`src/rtl/pwmdb_pkg.sv`:
```
package pwmdb_pkg;

  // Strobes passed from control to datapath each cycle
  typedef struct packed {
    logic tick;     // prescaled count enable
    logic capEdge;  // qualified capture edge
  } ctrlStrobe_t;

  typedef enum logic {
    PH_PRI  = 1'b0,
    PH_COMP = 1'b1
  } phase_t;

endpackage

```
`src/rtl/pwmdb_ctrl.sv`:
```
module pwmdb_ctrl
  import pwmdb_pkg::*;
#(
  parameter int PRE_W = 3
) (
  input  logic             clk,
  input  logic             rst_n,
  input  logic             enable,
  input  logic             capMode,
  input  logic             polarity,
  input  logic [PRE_W-1:0] prescale,
  input  logic             timerIn,
  output ctrlStrobe_t      strobe
);

  localparam int DIV_W = (1 << PRE_W) - 1;

  logic [DIV_W-1:0] preCnt;
  logic [DIV_W-1:0] preMask;
  logic [2:0]       syncQ;
  logic             riseSeen;
  logic             fallSeen;

  assign preMask = DIV_W'((32'd1 << prescale) - 32'd1);

  always_comb begin
    strobe.tick    = enable && (preCnt == preMask);
    riseSeen       = syncQ[1] && !syncQ[2];
    fallSeen       = !syncQ[1] && syncQ[2];
    strobe.capEdge = enable && capMode && (polarity ? fallSeen : riseSeen);
  end

  always_ff @(posedge clk or negedge rst_n) begin
    if (!rst_n) begin
      preCnt <= '0;
    end else if (!enable || strobe.tick) begin
      preCnt <= '0;
    end else begin
      preCnt <= preCnt + DIV_W'(1);
    end
  end

  always_ff @(posedge clk or negedge rst_n) begin
    if (!rst_n) begin
      syncQ <= '0;
    end else begin
      syncQ <= {syncQ[1:0], timerIn};
    end
  end

  AST_PRE_IDLE: assert property (@(posedge clk) disable iff (!rst_n)
    !enable |=> preCnt == '0);

  AST_TICK_RATE: assert property (@(posedge clk) disable iff (!rst_n)
    (strobe.tick && prescale != '0) |=> (!strobe.tick || prescale != $past(prescale)));

endmodule

```
`src/rtl/pwmdb_datapath.sv`:
```
module pwmdb_datapath
  import pwmdb_pkg::*;
#(
  parameter int CNT_W = 16,
  parameter int DB_W  = 3
) (
  input  logic             clk,
  input  logic             rst_n,
  input  logic             enable,
  input  logic             capMode,
  input  logic             polarity,
  input  logic [CNT_W-1:0] reloadVal,
  input  logic [CNT_W-1:0] pwmVal,
  input  logic [DB_W-1:0]  deadband,
  input  ctrlStrobe_t      strobe,
  output logic             outPri,
  output logic             outComp,
  output logic             reloadPulse,
  output logic [CNT_W-1:0] captureVal,
  output logic             captureFlag
);

  logic [CNT_W-1:0] count;
  logic [DB_W-1:0]  deadCnt;
  phase_t           phase;
  logic             latPol;
  logic             wrapEv;
  logic             matchEv;
  logic             idleOut;
  logic             rawPri;
  logic             rawComp;

  always_comb begin
    wrapEv  = strobe.tick && (count >= reloadVal);
    matchEv = strobe.tick && !wrapEv && !capMode && (count == pwmVal);
    idleOut = !enable || capMode;
    rawPri  = (phase == PH_PRI) && (deadCnt == '0);
    rawComp = (phase == PH_COMP) && (deadCnt == '0);
    outPri  = idleOut ? polarity  : (latPol ? rawPri : !rawPri);
    outComp = idleOut ? !polarity : (latPol ? rawComp : !rawComp);
  end

  // Counter and reload pulse
  always_ff @(posedge clk or negedge rst_n) begin
    if (!rst_n) begin
      count       <= CNT_W'(1);
      reloadPulse <= 1'b0;
    end else begin
      reloadPulse <= wrapEv;
      if (!enable || wrapEv) begin
        count <= CNT_W'(1);
      end else if (strobe.tick) begin
        count <= count + CNT_W'(1);
      end
    end
  end

  // Phase, dead time and latched polarity
  always_ff @(posedge clk or negedge rst_n) begin
    if (!rst_n) begin
      phase   <= PH_PRI;
      deadCnt <= '0;
      latPol  <= 1'b1;
    end else if (idleOut) begin
      phase   <= PH_PRI;
      deadCnt <= '0;
      latPol  <= polarity;
    end else if (wrapEv) begin
      phase   <= PH_PRI;
      deadCnt <= deadband;
      latPol  <= polarity;
    end else if (matchEv) begin
      phase   <= PH_COMP;
      deadCnt <= deadband;
      latPol  <= polarity;
    end else if (deadCnt != '0) begin
      deadCnt <= deadCnt - DB_W'(1);
    end
  end

  // Capture register
  always_ff @(posedge clk or negedge rst_n) begin
    if (!rst_n) begin
      captureVal  <= '0;
      captureFlag <= 1'b0;
    end else begin
      captureFlag <= strobe.capEdge;
      if (strobe.capEdge) begin
        captureVal <= count;
      end
    end
  end

  AST_WRAP_COUNT: assert property (@(posedge clk) disable iff (!rst_n)
    reloadPulse |-> count == CNT_W'(1));

  AST_CAP_PULSE: assert property (@(posedge clk) disable iff (!rst_n)
    captureFlag |=> !captureFlag);

  AST_CAP_GATED: assert property (@(posedge clk) disable iff (!rst_n)
    (!enable || !capMode) |=> !captureFlag);

endmodule

```
`src/rtl/pwm_deadband_timer.sv`:
```
module pwm_deadband_timer
  import pwmdb_pkg::*;
#(
  parameter int CNT_W = 16,
  parameter int PRE_W = 3,
  parameter int DB_W  = 3
) (
  input  logic             clk,
  input  logic             rst_n,
  input  logic             enable,
  input  logic             capMode,
  input  logic             polarity,
  input  logic [PRE_W-1:0] prescale,
  input  logic [CNT_W-1:0] reloadVal,
  input  logic [CNT_W-1:0] pwmVal,
  input  logic [DB_W-1:0]  deadband,
  input  logic             timerIn,
  output logic             outPri,
  output logic             outComp,
  output logic             reloadPulse,
  output logic [CNT_W-1:0] captureVal,
  output logic             captureFlag
);

  ctrlStrobe_t strobe;

  pwmdb_ctrl #(.PRE_W(PRE_W)) u_ctrl (
    .clk      (clk),
    .rst_n    (rst_n),
    .enable   (enable),
    .capMode  (capMode),
    .polarity (polarity),
    .prescale (prescale),
    .timerIn  (timerIn),
    .strobe   (strobe)
  );

  pwmdb_datapath #(.CNT_W(CNT_W), .DB_W(DB_W)) u_dp (
    .clk         (clk),
    .rst_n       (rst_n),
    .enable      (enable),
    .capMode     (capMode),
    .polarity    (polarity),
    .reloadVal   (reloadVal),
    .pwmVal      (pwmVal),
    .deadband    (deadband),
    .strobe      (strobe),
    .outPri      (outPri),
    .outComp     (outComp),
    .reloadPulse (reloadPulse),
    .captureVal  (captureVal),
    .captureFlag (captureFlag)
  );

endmodule

```
`config.mk`:
```
export PLATFORM = sky130hd
export DESIGN_NAME = pwm_deadband_timer
export DESIGN_NICKNAME = d
export VERILOG_FILES = /design/src/rtl/pwmdb_pkg.sv /design/src/rtl/pwmdb_ctrl.sv /design/src/rtl/pwmdb_datapath.sv /design/src/rtl/pwm_deadband_timer.sv
export SDC_FILE = /design/constraint.sdc
export NUM_CORES = 1
export LEC_CHECK = 0
export CORE_MARGIN = 2
export CORE_UTILIZATION = 65
export DETAILED_ROUTE_END_ITERATION = 8
export DONT_BUFFER_PORTS = 1
export PLACE_DENSITY = 0.81
export SLEW_MARGIN = 25
export SYNTH_ARGS = -nofsm -noshare
export SYNTH_HDL_FRONTEND = slang
export SYNTH_HIERARCHICAL = 1
export SYNTH_SLANG_ARGS = --single-unit
```
`constraint.sdc`:
```
create_clock -name clk -period 6.05 [get_ports clk]
set_clock_uncertainty 0.2 [all_clocks]
set_input_delay 1.5125 -clock clk [delete_from_list [all_inputs] [get_ports clk]]
set_output_delay 1.5125 -clock clk [all_outputs]
set_load 0.05 [all_outputs]
```
* Yosys cells after proc, flatten, opt, wreduce, memory -nomap -nowiden *
Index checks and enable logic that the tools add are counted.

word-level totals
  flip-flop bits (word level) = 49
  bits of input ports = 44
  output and inout bits = 20
  word-level logic and storage cells = 63

operators by class
  add/subtract/negate cells = 4
  $lt $le $gt $ge = 1
  equal/unequal tests = 2
  shift-type cells = 1
  muxes and demuxes = 18
  bitwise gates (word level) = 1
  reductions and logical operators = 27

operators with widths
  operator                                          count
  2-to-1 mux 16 bit                                 2
  adder 16 x 1 -> 16 bit, second input constant     1
  == test 16 bit                                    1
  >= comparator 16 bit                              1
  2-to-1 mux 3 bit                                  4
  logical AND 1 bit                                 11
  2-to-1 mux 1 bit                                  11
  zero test 1 bit                                   8
  adder 7 x 1 -> 7 bit, second input constant       1
  == test 7 bit                                     1
  2-to-1 mux 7 bit                                  1
  left shift 1 x 3 -> 7 bit, first input constant   1
  subtractor 7 x 1 -> 7 bit, second input constant  1
  nonzero test 3 bit                                2
  nonzero test 4 bit                                1
  zero test 3 bit                                   1
  logical OR 1 bit                                  3
  subtractor 3 x 1 -> 3 bit, second input constant  1
  nonzero test 2 bit                                1
  NOT 1 bit                                         1

* Longest topological paths before layout *
Gate-level depths: netlist of run 1.

  depth after elaboration = 12
  mapped depth = 11
  gate-level depth less buffers = 10

* By module *
The synthesis of run 1 kept the hierarchy.

by module, submodules not included
  module          times used  cells each  area an instance (µm²)  sequential area each (µm²)
  pwmdb_datapath  1           238         2368.5                  978.4
  pwmdb_ctrl      1           62          606.8                   250.2

* Least setup slack after synthesis of run 1 *
No wires, ideal clock.

  kind = input port to output port
  start point = input port capMode
  end point = output port outComp
  data arrival time = 2.917 ns
  required time = 4.337 ns
  setup slack = 1.420 ns
  cell stages on the path = 3
  path buffers = 0
  path through = nand2b_1 nand2_1 a21boi_0

between the ends
  longest elaborated chain between the ends = 2

ends and longest elaborated chain
  item              line                      RTL
  start, declared   pwm_deadband_timer.sv:11  input logic capMode,
  logical OR 1 bit  pwmdb_datapath.sv:36      idleOut = !enable || capMode;
  2-to-1 mux 1 bit  pwmdb_datapath.sv:40      outComp = idleOut ? !polarity : (latPol ? rawComp : !rawComp);
  end, declared     pwm_deadband_timer.sv:19  output logic outComp,

No other way between the ends.

* Worst setup path after layout of run 1 *
Same ends and word-level chain as after synthesis.

==> results of run 1 <==
cell families after synthesis:
| group | after synthesis | share of synthesized area |
|---|---|---|
| XOR/XNOR | 40 | 0.1177 |
| multiplexers | 20 | 0.07569 |
| buffers and inverters | 32 | 0.04835 |
| flip-flops | 49 | 0.4130 |
| adder cells (fa/ha/maj) | 20 | 0.08410 |
| AO/OA/AOI/OAI | 40 | 0.09883 |
| AND/OR/NAND/NOR | 99 | 0.1623 |
critical path: cells and delay by family:
| family | cells | cell delay [ns] |
|---|---|---|
| AO/OA/AOI/OAI | 1 | 0.80 |
| AND/OR/NAND/NOR | 2 | 0.28 |
cells in the mapped netlist, drive strengths merged:
master | instances | area, sq um
or4 | 1 | 11.26
o2111ai | 1 | 8.760
a41oi | 1 | 8.760
mux2i | 3 | 30.03
nor3b | 1 | 7.510
o21ai | 10 | 50.04
o31a | 1 | 8.760
o32ai | 1 | 16.27
o311ai | 1 | 8.760
or3 | 1 | 6.260
nor2 | 29 | 108.9
a21oi | 10 | 50.05
nor3 | 3 | 20.02
a211o | 1 | 8.760
nand2b | 3 | 18.77
a2111oi | 1 | 15.01
inv | 26 | 97.59
a211oi | 6 | 45.04
a32oi | 1 | 27.53
o211ai | 1 | 7.510
mux2 | 17 | 195.2
nor2b | 4 | 25.02
xor2 | 7 | 61.31
dfstp | 2 | 52.55
nand2 | 31 | 116.4
ha | 20 | 250.2
clkbuf | 1 | 3.750
nor4 | 1 | 21.27
buf | 5 | 42.53
a31oi | 2 | 12.51
nand3 | 10 | 50.05
and4 | 1 | 8.760
nand3b | 1 | 7.510
xnor2 | 33 | 289.0
o211a | 1 | 10.01
dfrtp | 47 | 1176
nand4 | 6 | 37.54
and3 | 6 | 37.54
a21boi | 1 | 7.510
or2 | 1 | 6.260
a21o | 1 | 8.760
power groups by stage:
stage	Combinational, uW	Clock, uW	Sequential [uW]
after floorplan	45.1	0	349
after global placement	48.2	0	352
after detailed placement	49.2	0	352
after CTS	49.8	188	346
after global routing	55.3	200	347
final	49.5	183	346
area by class of cell:
type,instances,share of cell area
multi-input cells,219,0.5214
flip-flops and latches,49,0.3997
inverters,26,0.03175
clock buffers,8,0.02605
well taps,52,0.02116
per-stage QoR:
step                      hold WS [ns]    util  power (uW)  cell area, sq um  setup WS (ns)
after global placement          0.1401  0.6829       399.9              2994          1.729
after floorplan                 0.1312       -       394.6              2975          1.420
final                           0.1585  0.7012       577.9              3074          1.732
after global routing            0.1749  0.7012       602.8              3074          1.684
after CTS                       0.1614  0.7012       583.1              3074          1.727
after detailed placement        0.1379  0.6829       401.3              2994          1.702
routing by layer:
layer,global-route usage,vias up
met3,0.05485,7
li1,-,1033
met1,0.3367,1012
met4,0.05660,0
met2,0.3786,53
met5,0,-
sequential cells by signal (all words and copies together), names as in the netlist:
register          cells
u_ctrl/syncQ          3
u_dp/captureVal      16
u_dp/count           16
u_dp/reloadPulse      1
u_ctrl/preCnt         7
u_dp/latPol           1
u_dp/phase            1
u_dp/captureFlag      1
u_dp/deadCnt          3
cell usage in the layout, fill, tap and decap left out, types with 2 or more instances in the layout:
cell / n
a21oi_1: 10
o21ai_0: 8
nand4_1: 6
a31oi_1: 2
clkbuf_8: 5
nor3_1: 2
clkbuf_1: 3
xor2_1: 7
nor2_1: 29
o21ai_1: 2
mux2_2: 16
xnor2_1: 33
and3_1: 6
nand3_1: 10
nor2b_1: 4
inv_1: 25
nand2_1: 31
ha_1: 20
mux2i_1: 3
a211oi_1: 6
dfstp_2: 2
nand2b_1: 3
dfrtp_1: 47
final timing paths:
check / startpoint / endpoint / slack, ns / cells after the start
worst min register to register: u_ctrl/syncQ[0] / u_ctrl/syncQ[1] / 0.16 / 0
worst max register to register: u_ctrl/preCnt[2] / u_dp/deadCnt[1] / 2.70 / 9
worst max-delay path: capMode / outComp / 1.73 / 3
min in group asynchronous: rst_n / u_dp/captureVal[10] / 0.70 / 0
max in group asynchronous: rst_n / u_dp/count[0] / 4.75 / 0
worst min-delay path: u_ctrl/syncQ[0] / u_ctrl/syncQ[1] / 0.16 / 0
==> reports/metrics.csv, run 1 <==
stage,metric,value,unit
run_status,status,"finished, final reports clean",
yosys,syn avg cell area,9.918,sq um
final_layout,fill count,340,
yosys,Mapped Cells,300,
routing,WL met1,2607,um
placement,GP Congestion,0.8013,
power,Flop pwr share,0.598,
timing,final worst path period need,4.318,ns
timing,RSZ-0062 raised after global routing,no,
clock_tree,post-CTS sizing,0,
clock_tree,clk sinks,49,
final_layout,Final Non-Filler Cells,354,
placement,# placed instances,346,
floorplan,core area,4384,sq um
clock_tree,CTS tree,yes,
timing,measured slew at the worst slew-check pin,0.9974,ns
power,Switching Share,0.2439,
yosys,synth unique cells,47,
routing,vias per inst,5.946,
final_layout,final net count,365,
routing,# DRC,0,
worst_hold_path,Worst Hold Class,reg -> reg,
worst_setup_path,Worst Setup Start Kind,input port,
timing,fmax,231.6,MHz
routing,Pre-antenna DRT Iters,4,
clock_tree,worst skew pair latency,0.30,ns
power,Power Dens Cells,188.0,nW/um^2
clock_tree,CTS Root Cell,clkbuf_8,
global_route,gr ovfl total,0,
routing,drt wl/cell,15.75,um
clock_tree,Max H-tree Level,2,
worst_setup_path,CP endpoint kind,primary output,
final_layout,area of the multi-input gates,1603,sq um
routing,Routed WL,5576,um
run,Max Cap Viol,0,
routing,antenna-violating nets left,0,
routing,met3 wire length,285,um
final_layout,Area Growth Syn to Fin,3.322,%
routing,WL met2,2628,um
global_route,vias in the first global route,2081,
floorplan,Initial Utilization,0.6787,
yosys,Ys Warns,6,
placement,hpwl dp,4278,um
power,Int Power,436.9,uW
clock_tree,Clock Pin Slew Worst Setup and Hold Paths,0.08,ns
routing,top layer in use,met4,
floorplan,Die Ht,71.66,um
worst_setup_path,"Max FO, Critical Path",4,
power,Psw,141.0,uW
clock_tree,Max Root-Sink Buffers,2,
yosys,Mapped Nets,364,
clock_tree,TritonCTS buffer count,5,
floorplan,Die X-Extent,71.66,um
clock_tree,# hold bufs at CTS,0,
power,worst vdd ir,0.1068,mV
timing,final setup vio count,0,
timing,Slew headroom,0.3337,
power,combinational share of power,0.086,
floorplan,Top Ports,64,
clock_tree,Post-CTS Repair Setup Buffers,0,
yosys,sequential element share of the synthesized area,0.4130,
global_route,total track usage,0.2388,
global_route,pin count of the biggest net entering global routing,50,
worst_setup_path,critical path data required time,4.34,ns
timing,max-slew violation count,0,
worst_setup_path,slowest cell delay on critical path,0.80,ns
global_route,first-pass GRT wire length,9660,um
worst_setup_path,crit-path cells,nand2b_1 -> nand2_1 -> a21boi_1,
worst_setup_path,WS Path Type,in -> out,
timing,final hold violations,0,
final_layout,Antenna Cells,0,
power,leakage power,0.001373,uW
yosys,Post-Synthesis Cell Area,2975,sq um
final_layout,Seq. cell area,1229,sq um
placement,port bufs,0,
routing,initial DRC count,125,
floorplan,die area,5134,sq um
final_layout,ratio of cells with drive above 1 in the final layout,0.1093,
global_route,initial antenna violation count,0,
timing,Final Cycle Share,0.7137,
floorplan,# rows,24,
timing,Final TNS setup,0,ns
worst_setup_path,Worst path slowest cell,a21boi_1,
power,clock network power share,0.316,
routing,vias post-DR,2105,
yosys,"FF+latch count, synth",49,
worst_setup_path,Worst EP arrival,2.61,ns
Note: power is estimated with default switching activity, not from simulation.
==> run 2: changes to the inputs <==
Settings changed: CORE_UTILIZATION 65 to 57, PLACE_DENSITY 0.81 to 0.75.
Clock period 6.05 ns to 3.8 ns, I/O delays scaled along.
==> run 2 against run 1 <==
  * Utilization is 7.6 points lower
  * Non-clock buffer count increased by 7
  * Die area up 13%
  * Worst setup slack worse by 1.1 ns
  * Power increased by 68%
  * Final cell count grew 7.1%
  * Register-to-register slack worse by 1.9 ns
  * Combinational power up 77%
  * Sequential share of layout area decreased by 1.2 points
  * Critical path type is now in -> reg
  * Highest routed layer unchanged
  * Flip-flop and latch count is the same
  * Critical path depth up 6
  * Count of clock-buffer cells in the layout decreased by 1
==> reports/metrics.csv, run 2 (synthesis results as in run 1) <==
stage,metric,value,unit
placement,port bufs,0,
placement,GP Congestion,0.8626,
global_route,pin count of the biggest net entering global routing,50,
run,Max Cap Viol,0,
worst_setup_path,Worst EP arrival,3.18,ns
clock_tree,clk sinks,49,
clock_tree,Clock Pin Slew Worst Setup and Hold Paths,0.09,ns
clock_tree,Max Root-Sink Buffers,2,
global_route,initial antenna violation count,0,
routing,initial DRC count,147,
routing,drt wl/cell,16.28,um
final_layout,"most common cell after layout, fill and taps aside",dfrtp_1,
final_layout,most frequent cells in the layout,"47 x dfrtp_1, 33 x xnor2_1, 31 x nand2_1",
floorplan,Initial Utilization,0.5863,
global_route,gr ovfl total,0,
floorplan,die area,5814,sq um
power,Switching Share,0.2435,
clock_tree,CTS tree,yes,
power,combinational share of power,0.090,
clock_tree,CTS Root Cell,clkbuf_8,
clock_tree,# hold bufs at CTS,0,
clock_tree,worst skew pair latency,0.30,ns
worst_setup_path,CP endpoint kind,register,
worst_hold_path,Worst Hold Class,in -> async,
final_layout,ratio of cells with drive above 1 in the final layout,0.1392,
power,worst vdd ir,0.1776,mV
power,Flop pwr share,0.566,
floorplan,core area,5075,sq um
routing,vias post-DR,2151,
floorplan,# rows,26,
timing,final worst path period need,3.162,ns
timing,Slew headroom,0.4773,
final_layout,fill count,461,
final_layout,final net count,372,
timing,final setup vio count,0,
timing,worst hold slack,0.1290,ns
routing,antenna-violating nets left,0,
power,leakage power,0.001423,uW
worst_setup_path,WS Path Type,in -> reg,
worst_setup_path,"Max FO, Critical Path",8,
floorplan,Die Ht,76.25,um
routing,Pre-antenna DRT Iters,4,
global_route,first-pass GRT wire length,10260,um
final_layout,Antenna Cells,0,
worst_setup_path,critical path data required time,3.82,ns
placement,placed cell area,3069,sq um
timing,max-slew violation count,0,
final_layout,biggest regs,"u_dp/captureVal x16, u_dp/count x16, u_ctrl/preCnt x7",
worst_setup_path,reg2reg end,u_dp/deadCnt[0],
floorplan,Top Ports,64,
final_layout,design area,3171,sq um
placement,dpl ws,0.3504,ns
power,Psw,236.6,uW
worst_setup_path,reg2reg setup slack,0.78,ns
power,Power Dens Cells,306.5,nW/um^2
power,"Power, Total",971.6,uW
routing,# DRC,0,
routing,Routed WL,6171,um
power,clock network power share,0.344,
timing,fmax,316.3,MHz
run_status,status,"finished, final reports clean",
clock_tree,TritonCTS buffer count,5,
routing,vias per inst,5.675,
global_route,vias in the first global route,2183,
timing,Final Cycle Share,0.8320,
timing,measured slew at the worst slew-check pin,0.7841,ns
global_route,total track usage,0.2186,
clock_tree,Max H-tree Level,2,
placement,hpwl dp,4640,um
floorplan,Die X-Extent,76.25,um
final_layout,Area Growth Syn to Fin,6.560,%
timing,final setup margin,0.6383,ns
worst_setup_path,r2r startpoint,u_ctrl/preCnt[4],
timing,final hold violations,0,
timing,RSZ-0062 raised after global routing,no,
power,Int Power,735.0,uW
worst_setup_path,r2r worst-path depth,9,
clock_tree,post-CTS sizing,0,
worst_setup_path,Worst Setup Start Kind,input port,
clock_tree,Post-CTS Repair Setup Buffers,0,
timing,Final TNS setup,0,ns
run 2: changes by cell type in the layout (fill, tap and decap cells not counted):
cell	change
clkbuf_1	-3
clkinv_2	+1
buf_4	+7
clkbuf_8	+2
run 2: worst max-delay path by stage:
stage	depth (start not counted)	slack, ns	to	startpoint
floorplan	10	0.17	u_dp/deadCnt[0]	prescale[2]
global placement	9	0.39	u_dp/deadCnt[2]	prescale[2]
detailed placement	9	0.35	u_dp/deadCnt[0]	prescale[2]
CTS	9	0.63	u_dp/deadCnt[0]	prescale[2]
global route	9	0.57	u_dp/deadCnt[0]	prescale[2]
finish	9	0.64	u_dp/deadCnt[0]	prescale[2]
run 2: per-layer routing:
layer	vias to the layer above	routed length, um	GRT usage
li1	1039	-	-
met2	59	3069	0.3628
met4	0	67	0.06727
met1	1046	2713	0.2877
met5	-	0	0
met3	7	320	0.04739
run 2: metrics by stage:
stage	util	cells
detailed placement	0.6048	371
floorplan	-	300
finish	0.6248	379
global placement	0.6048	371
CTS	0.6248	379
global route	0.6248	379
run 2: cell type report:
| type | instances | area, sq um | share of cell area |
|---|---|---|---|
| sequential | 49 | 1229 | 0.3875 |
| multi-input combinational | 219 | 1603 | 0.5055 |
| clock inverter | 1 | 5.005 | 0.001579 |
| clock buffer | 7 | 96.34 | 0.03039 |
| tap | 70 | 87.58 | 0.02762 |
| timing repair buffer | 7 | 52.55 | 0.01657 |
| inverter | 26 | 97.59 | 0.03078 |
run 2: critical path: stages:
cell and delay (ns):
xor2_1 0.14, o31a_1 0.28, a32oi_4 0.19, and3_1 0.23
inv_2 0.09, or4_4 0.55, nor4_4 0.32, a21o_2 0.23
mux2i_1 0.20
run 2: power groups by stage:
stage	Combinational (uW)	Sequential [uW]	Clock (uW)
final	87.4	550	334
after global routing	97.5	552	361
after CTS	87.7	550	343
after detailed placement	87.1	561	0
after global placement	84.2	560	0
after floorplan	71.9	556	0
==> run 3: changes to the inputs <==
Clock period 3.8 ns to 2.8 ns, I/O delays scaled along.
==> run 3 against run 2 <==
  * Clock power up 21%
  * Worst setup slack worse by 0.60 ns
  * Critical endpoint is now u_dp/deadCnt[1]
  * Register-to-register slack got worse by 0.74 ns
  * Flip-flop and latch count is the same
  * Combinational power is 73% higher
  * Non-clock buffer count grew 18
  * Wire length is 8.0% higher
  * Utilization grew 2.9 points
  * Highest routed layer unchanged
==> reports/metrics.csv, run 3 (synthesis results as in run 1) <==
stage,metric,value,unit
final_layout,Seq. cell area,1230,sq um
timing,Final TNS setup,0,ns
global_route,pin count of the biggest net entering global routing,48,
worst_hold_path,Worst Hold Class,in -> async,
timing,max-slew violation count,0,
routing,# DRC,0,
clock_tree,Max Root-Sink Buffers,2,
timing,worst hold slack,0.03088,ns
timing,Slew headroom,0.6767,
global_route,gr ovfl total,0,
routing,Pre-antenna DRT Iters,4,
routing,antenna-violating nets left,0,
placement,hpwl dp,4940,um
power,Power Dens Cells,391.0,nW/um^2
clock_tree,clk sinks,49,
final_layout,fill count,449,
power,leakage power,0.001507,uW
clock_tree,TritonCTS buffer count,5,
global_route,vias in the first global route,2337,
final_layout,Area Growth Syn to Fin,11.52,%
final_layout,most frequent cells in the layout,"46 x dfrtp_1, 33 x xnor2_1, 31 x nand2_1",
worst_setup_path,Worst Setup Start Kind,register,
final_layout,ratio of cells with drive above 1 in the final layout,0.1865,
floorplan,Die Ht,76.25,um
timing,Final Cycle Share,0.9862,
final_layout,final net count,390,
routing,initial DRC count,164,
final_layout,biggest regs,"u_dp/captureVal x16, u_dp/count x16, u_ctrl/preCnt x7",
timing,measured slew at the worst slew-check pin,0.4849,ns
placement,# placed instances,386,
floorplan,Initial Utilization,0.5863,
run_status,status,"finished, final reports clean",
timing,final hold violations,0,
timing,fmax,362.1,MHz
floorplan,Die X-Extent,76.25,um
final_layout,"most common cell after layout, fill and taps aside",dfrtp_1,
clock_tree,Max H-tree Level,2,
final_layout,Final Non-Filler Cells,397,
worst_setup_path,critical path data required time,2.83,ns
global_route,first-pass GRT wire length,11230,um
worst_setup_path,"Max FO, Critical Path",3,
worst_setup_path,Worst EP arrival,2.79,ns
placement,port bufs,0,
routing,vias post-DR,2228,
routing,drt wl/cell,16.79,um
routing,Routed WL,6667,um
worst_setup_path,WS Path Type,reg -> reg,
placement,placed cell area,3192,sq um
floorplan,Top Ports,64,
routing,vias per inst,5.612,
clock_tree,CTS tree,yes,
worst_setup_path,reg2reg setup slack,0.04,ns
clock_tree,worst skew pair latency,0.30,ns
clock_tree,Clock Pin Slew Worst Setup and Hold Paths,0.08,ns
worst_setup_path,CP endpoint kind,register,
final_layout,design area,3318,sq um
global_route,initial antenna violation count,0,
global_route,total track usage,0.2396,
final_layout,area of the multi-input gates,1613,sq um
placement,GP Congestion,0.8101,
timing,RSZ-0062 raised after global routing,yes,
floorplan,core area,5075,sq um
final_layout,Antenna Cells,0,
run,Max Cap Viol,0,
floorplan,die area,5814,sq um
power,worst vdd ir,0.2573,mV
clock_tree,CTS Root Cell,clkbuf_8,
timing,final setup vio count,0,
timing,final worst path period need,2.761,ns
floorplan,# rows,26,
[run 3: repair_timing]
item	in CTS	in global routing
hold buffers	1	0
endpoints found under the setup margin	0	7
hold endpoints to repair	47	0
resized for setup	0	3
setup buffers	0	2
[run 3: power by group]
group	internal [uW]	switching (uW)	leakage [uW]
clock	178	226	0.0000395
sequential	720	23.1	0.000662
combinational	65.7	84.8	0.000806
total	964	334	0.00151
[run 3: worst max-delay path: stages, from the launching register on]
cell and delay [ns]:
dfrtp_1 0.40, xor2_1 0.16, o31a_1 0.30, a32oi_4 0.17, and3_4 0.24, inv_4 0.03, or4_4 0.52, nor4_4 0.22
a21o_2 0.23, mux2i_1 0.20
[run 3: final cells by class]
cell class              count  share of cell area
clock buffers               8             0.02413
inverters                  26             0.03017
multi-input cells         219              0.4860
flip-flops and latches     49              0.3707
well taps                  70             0.02640
repair buffers             25             0.06259
[run 3: final timing paths]
| path | startpoint | endpoint | depth (start not counted) |
|---|---|---|---|
| max | u_ctrl/preCnt[4] | u_dp/deadCnt[1] | 9 |
| min | rst_n | u_dp/latPol | 0 |
| max reg2reg | u_ctrl/preCnt[4] | u_dp/deadCnt[1] | 9 |
| min reg2reg | u_ctrl/syncQ[0] | u_ctrl/syncQ[1] | 0 |
| max in group asynchronous | rst_n | u_ctrl/preCnt[2] | 1 |
| min in group clk | u_ctrl/syncQ[0] | u_ctrl/syncQ[1] | 0 |
[run 3: per-stage QoR]
stage               power, uW  setup WS (ns)  utilization
floorplan               854.2        -0.3635            -
global placement        882.9        -0.1363       0.6289
detailed placement      887.2        -0.2335       0.6289
CTS                      1303        0.02278       0.6501
global route             1349       -0.02991       0.6538
finish                   1297        0.03865       0.6538
[run 3: per-layer routing]
metal  global-route usage  vias to the layer above  routed length [um]  share of wire
li1                     -                     1070                   -              -
met4              0.06545                        0                  62         0.0093
met2               0.4088                       65                3221           0.48
met3              0.03555                        5                 402          0.060
met5                    0                        -                   0              0
met1               0.3196                     1088                2980           0.45
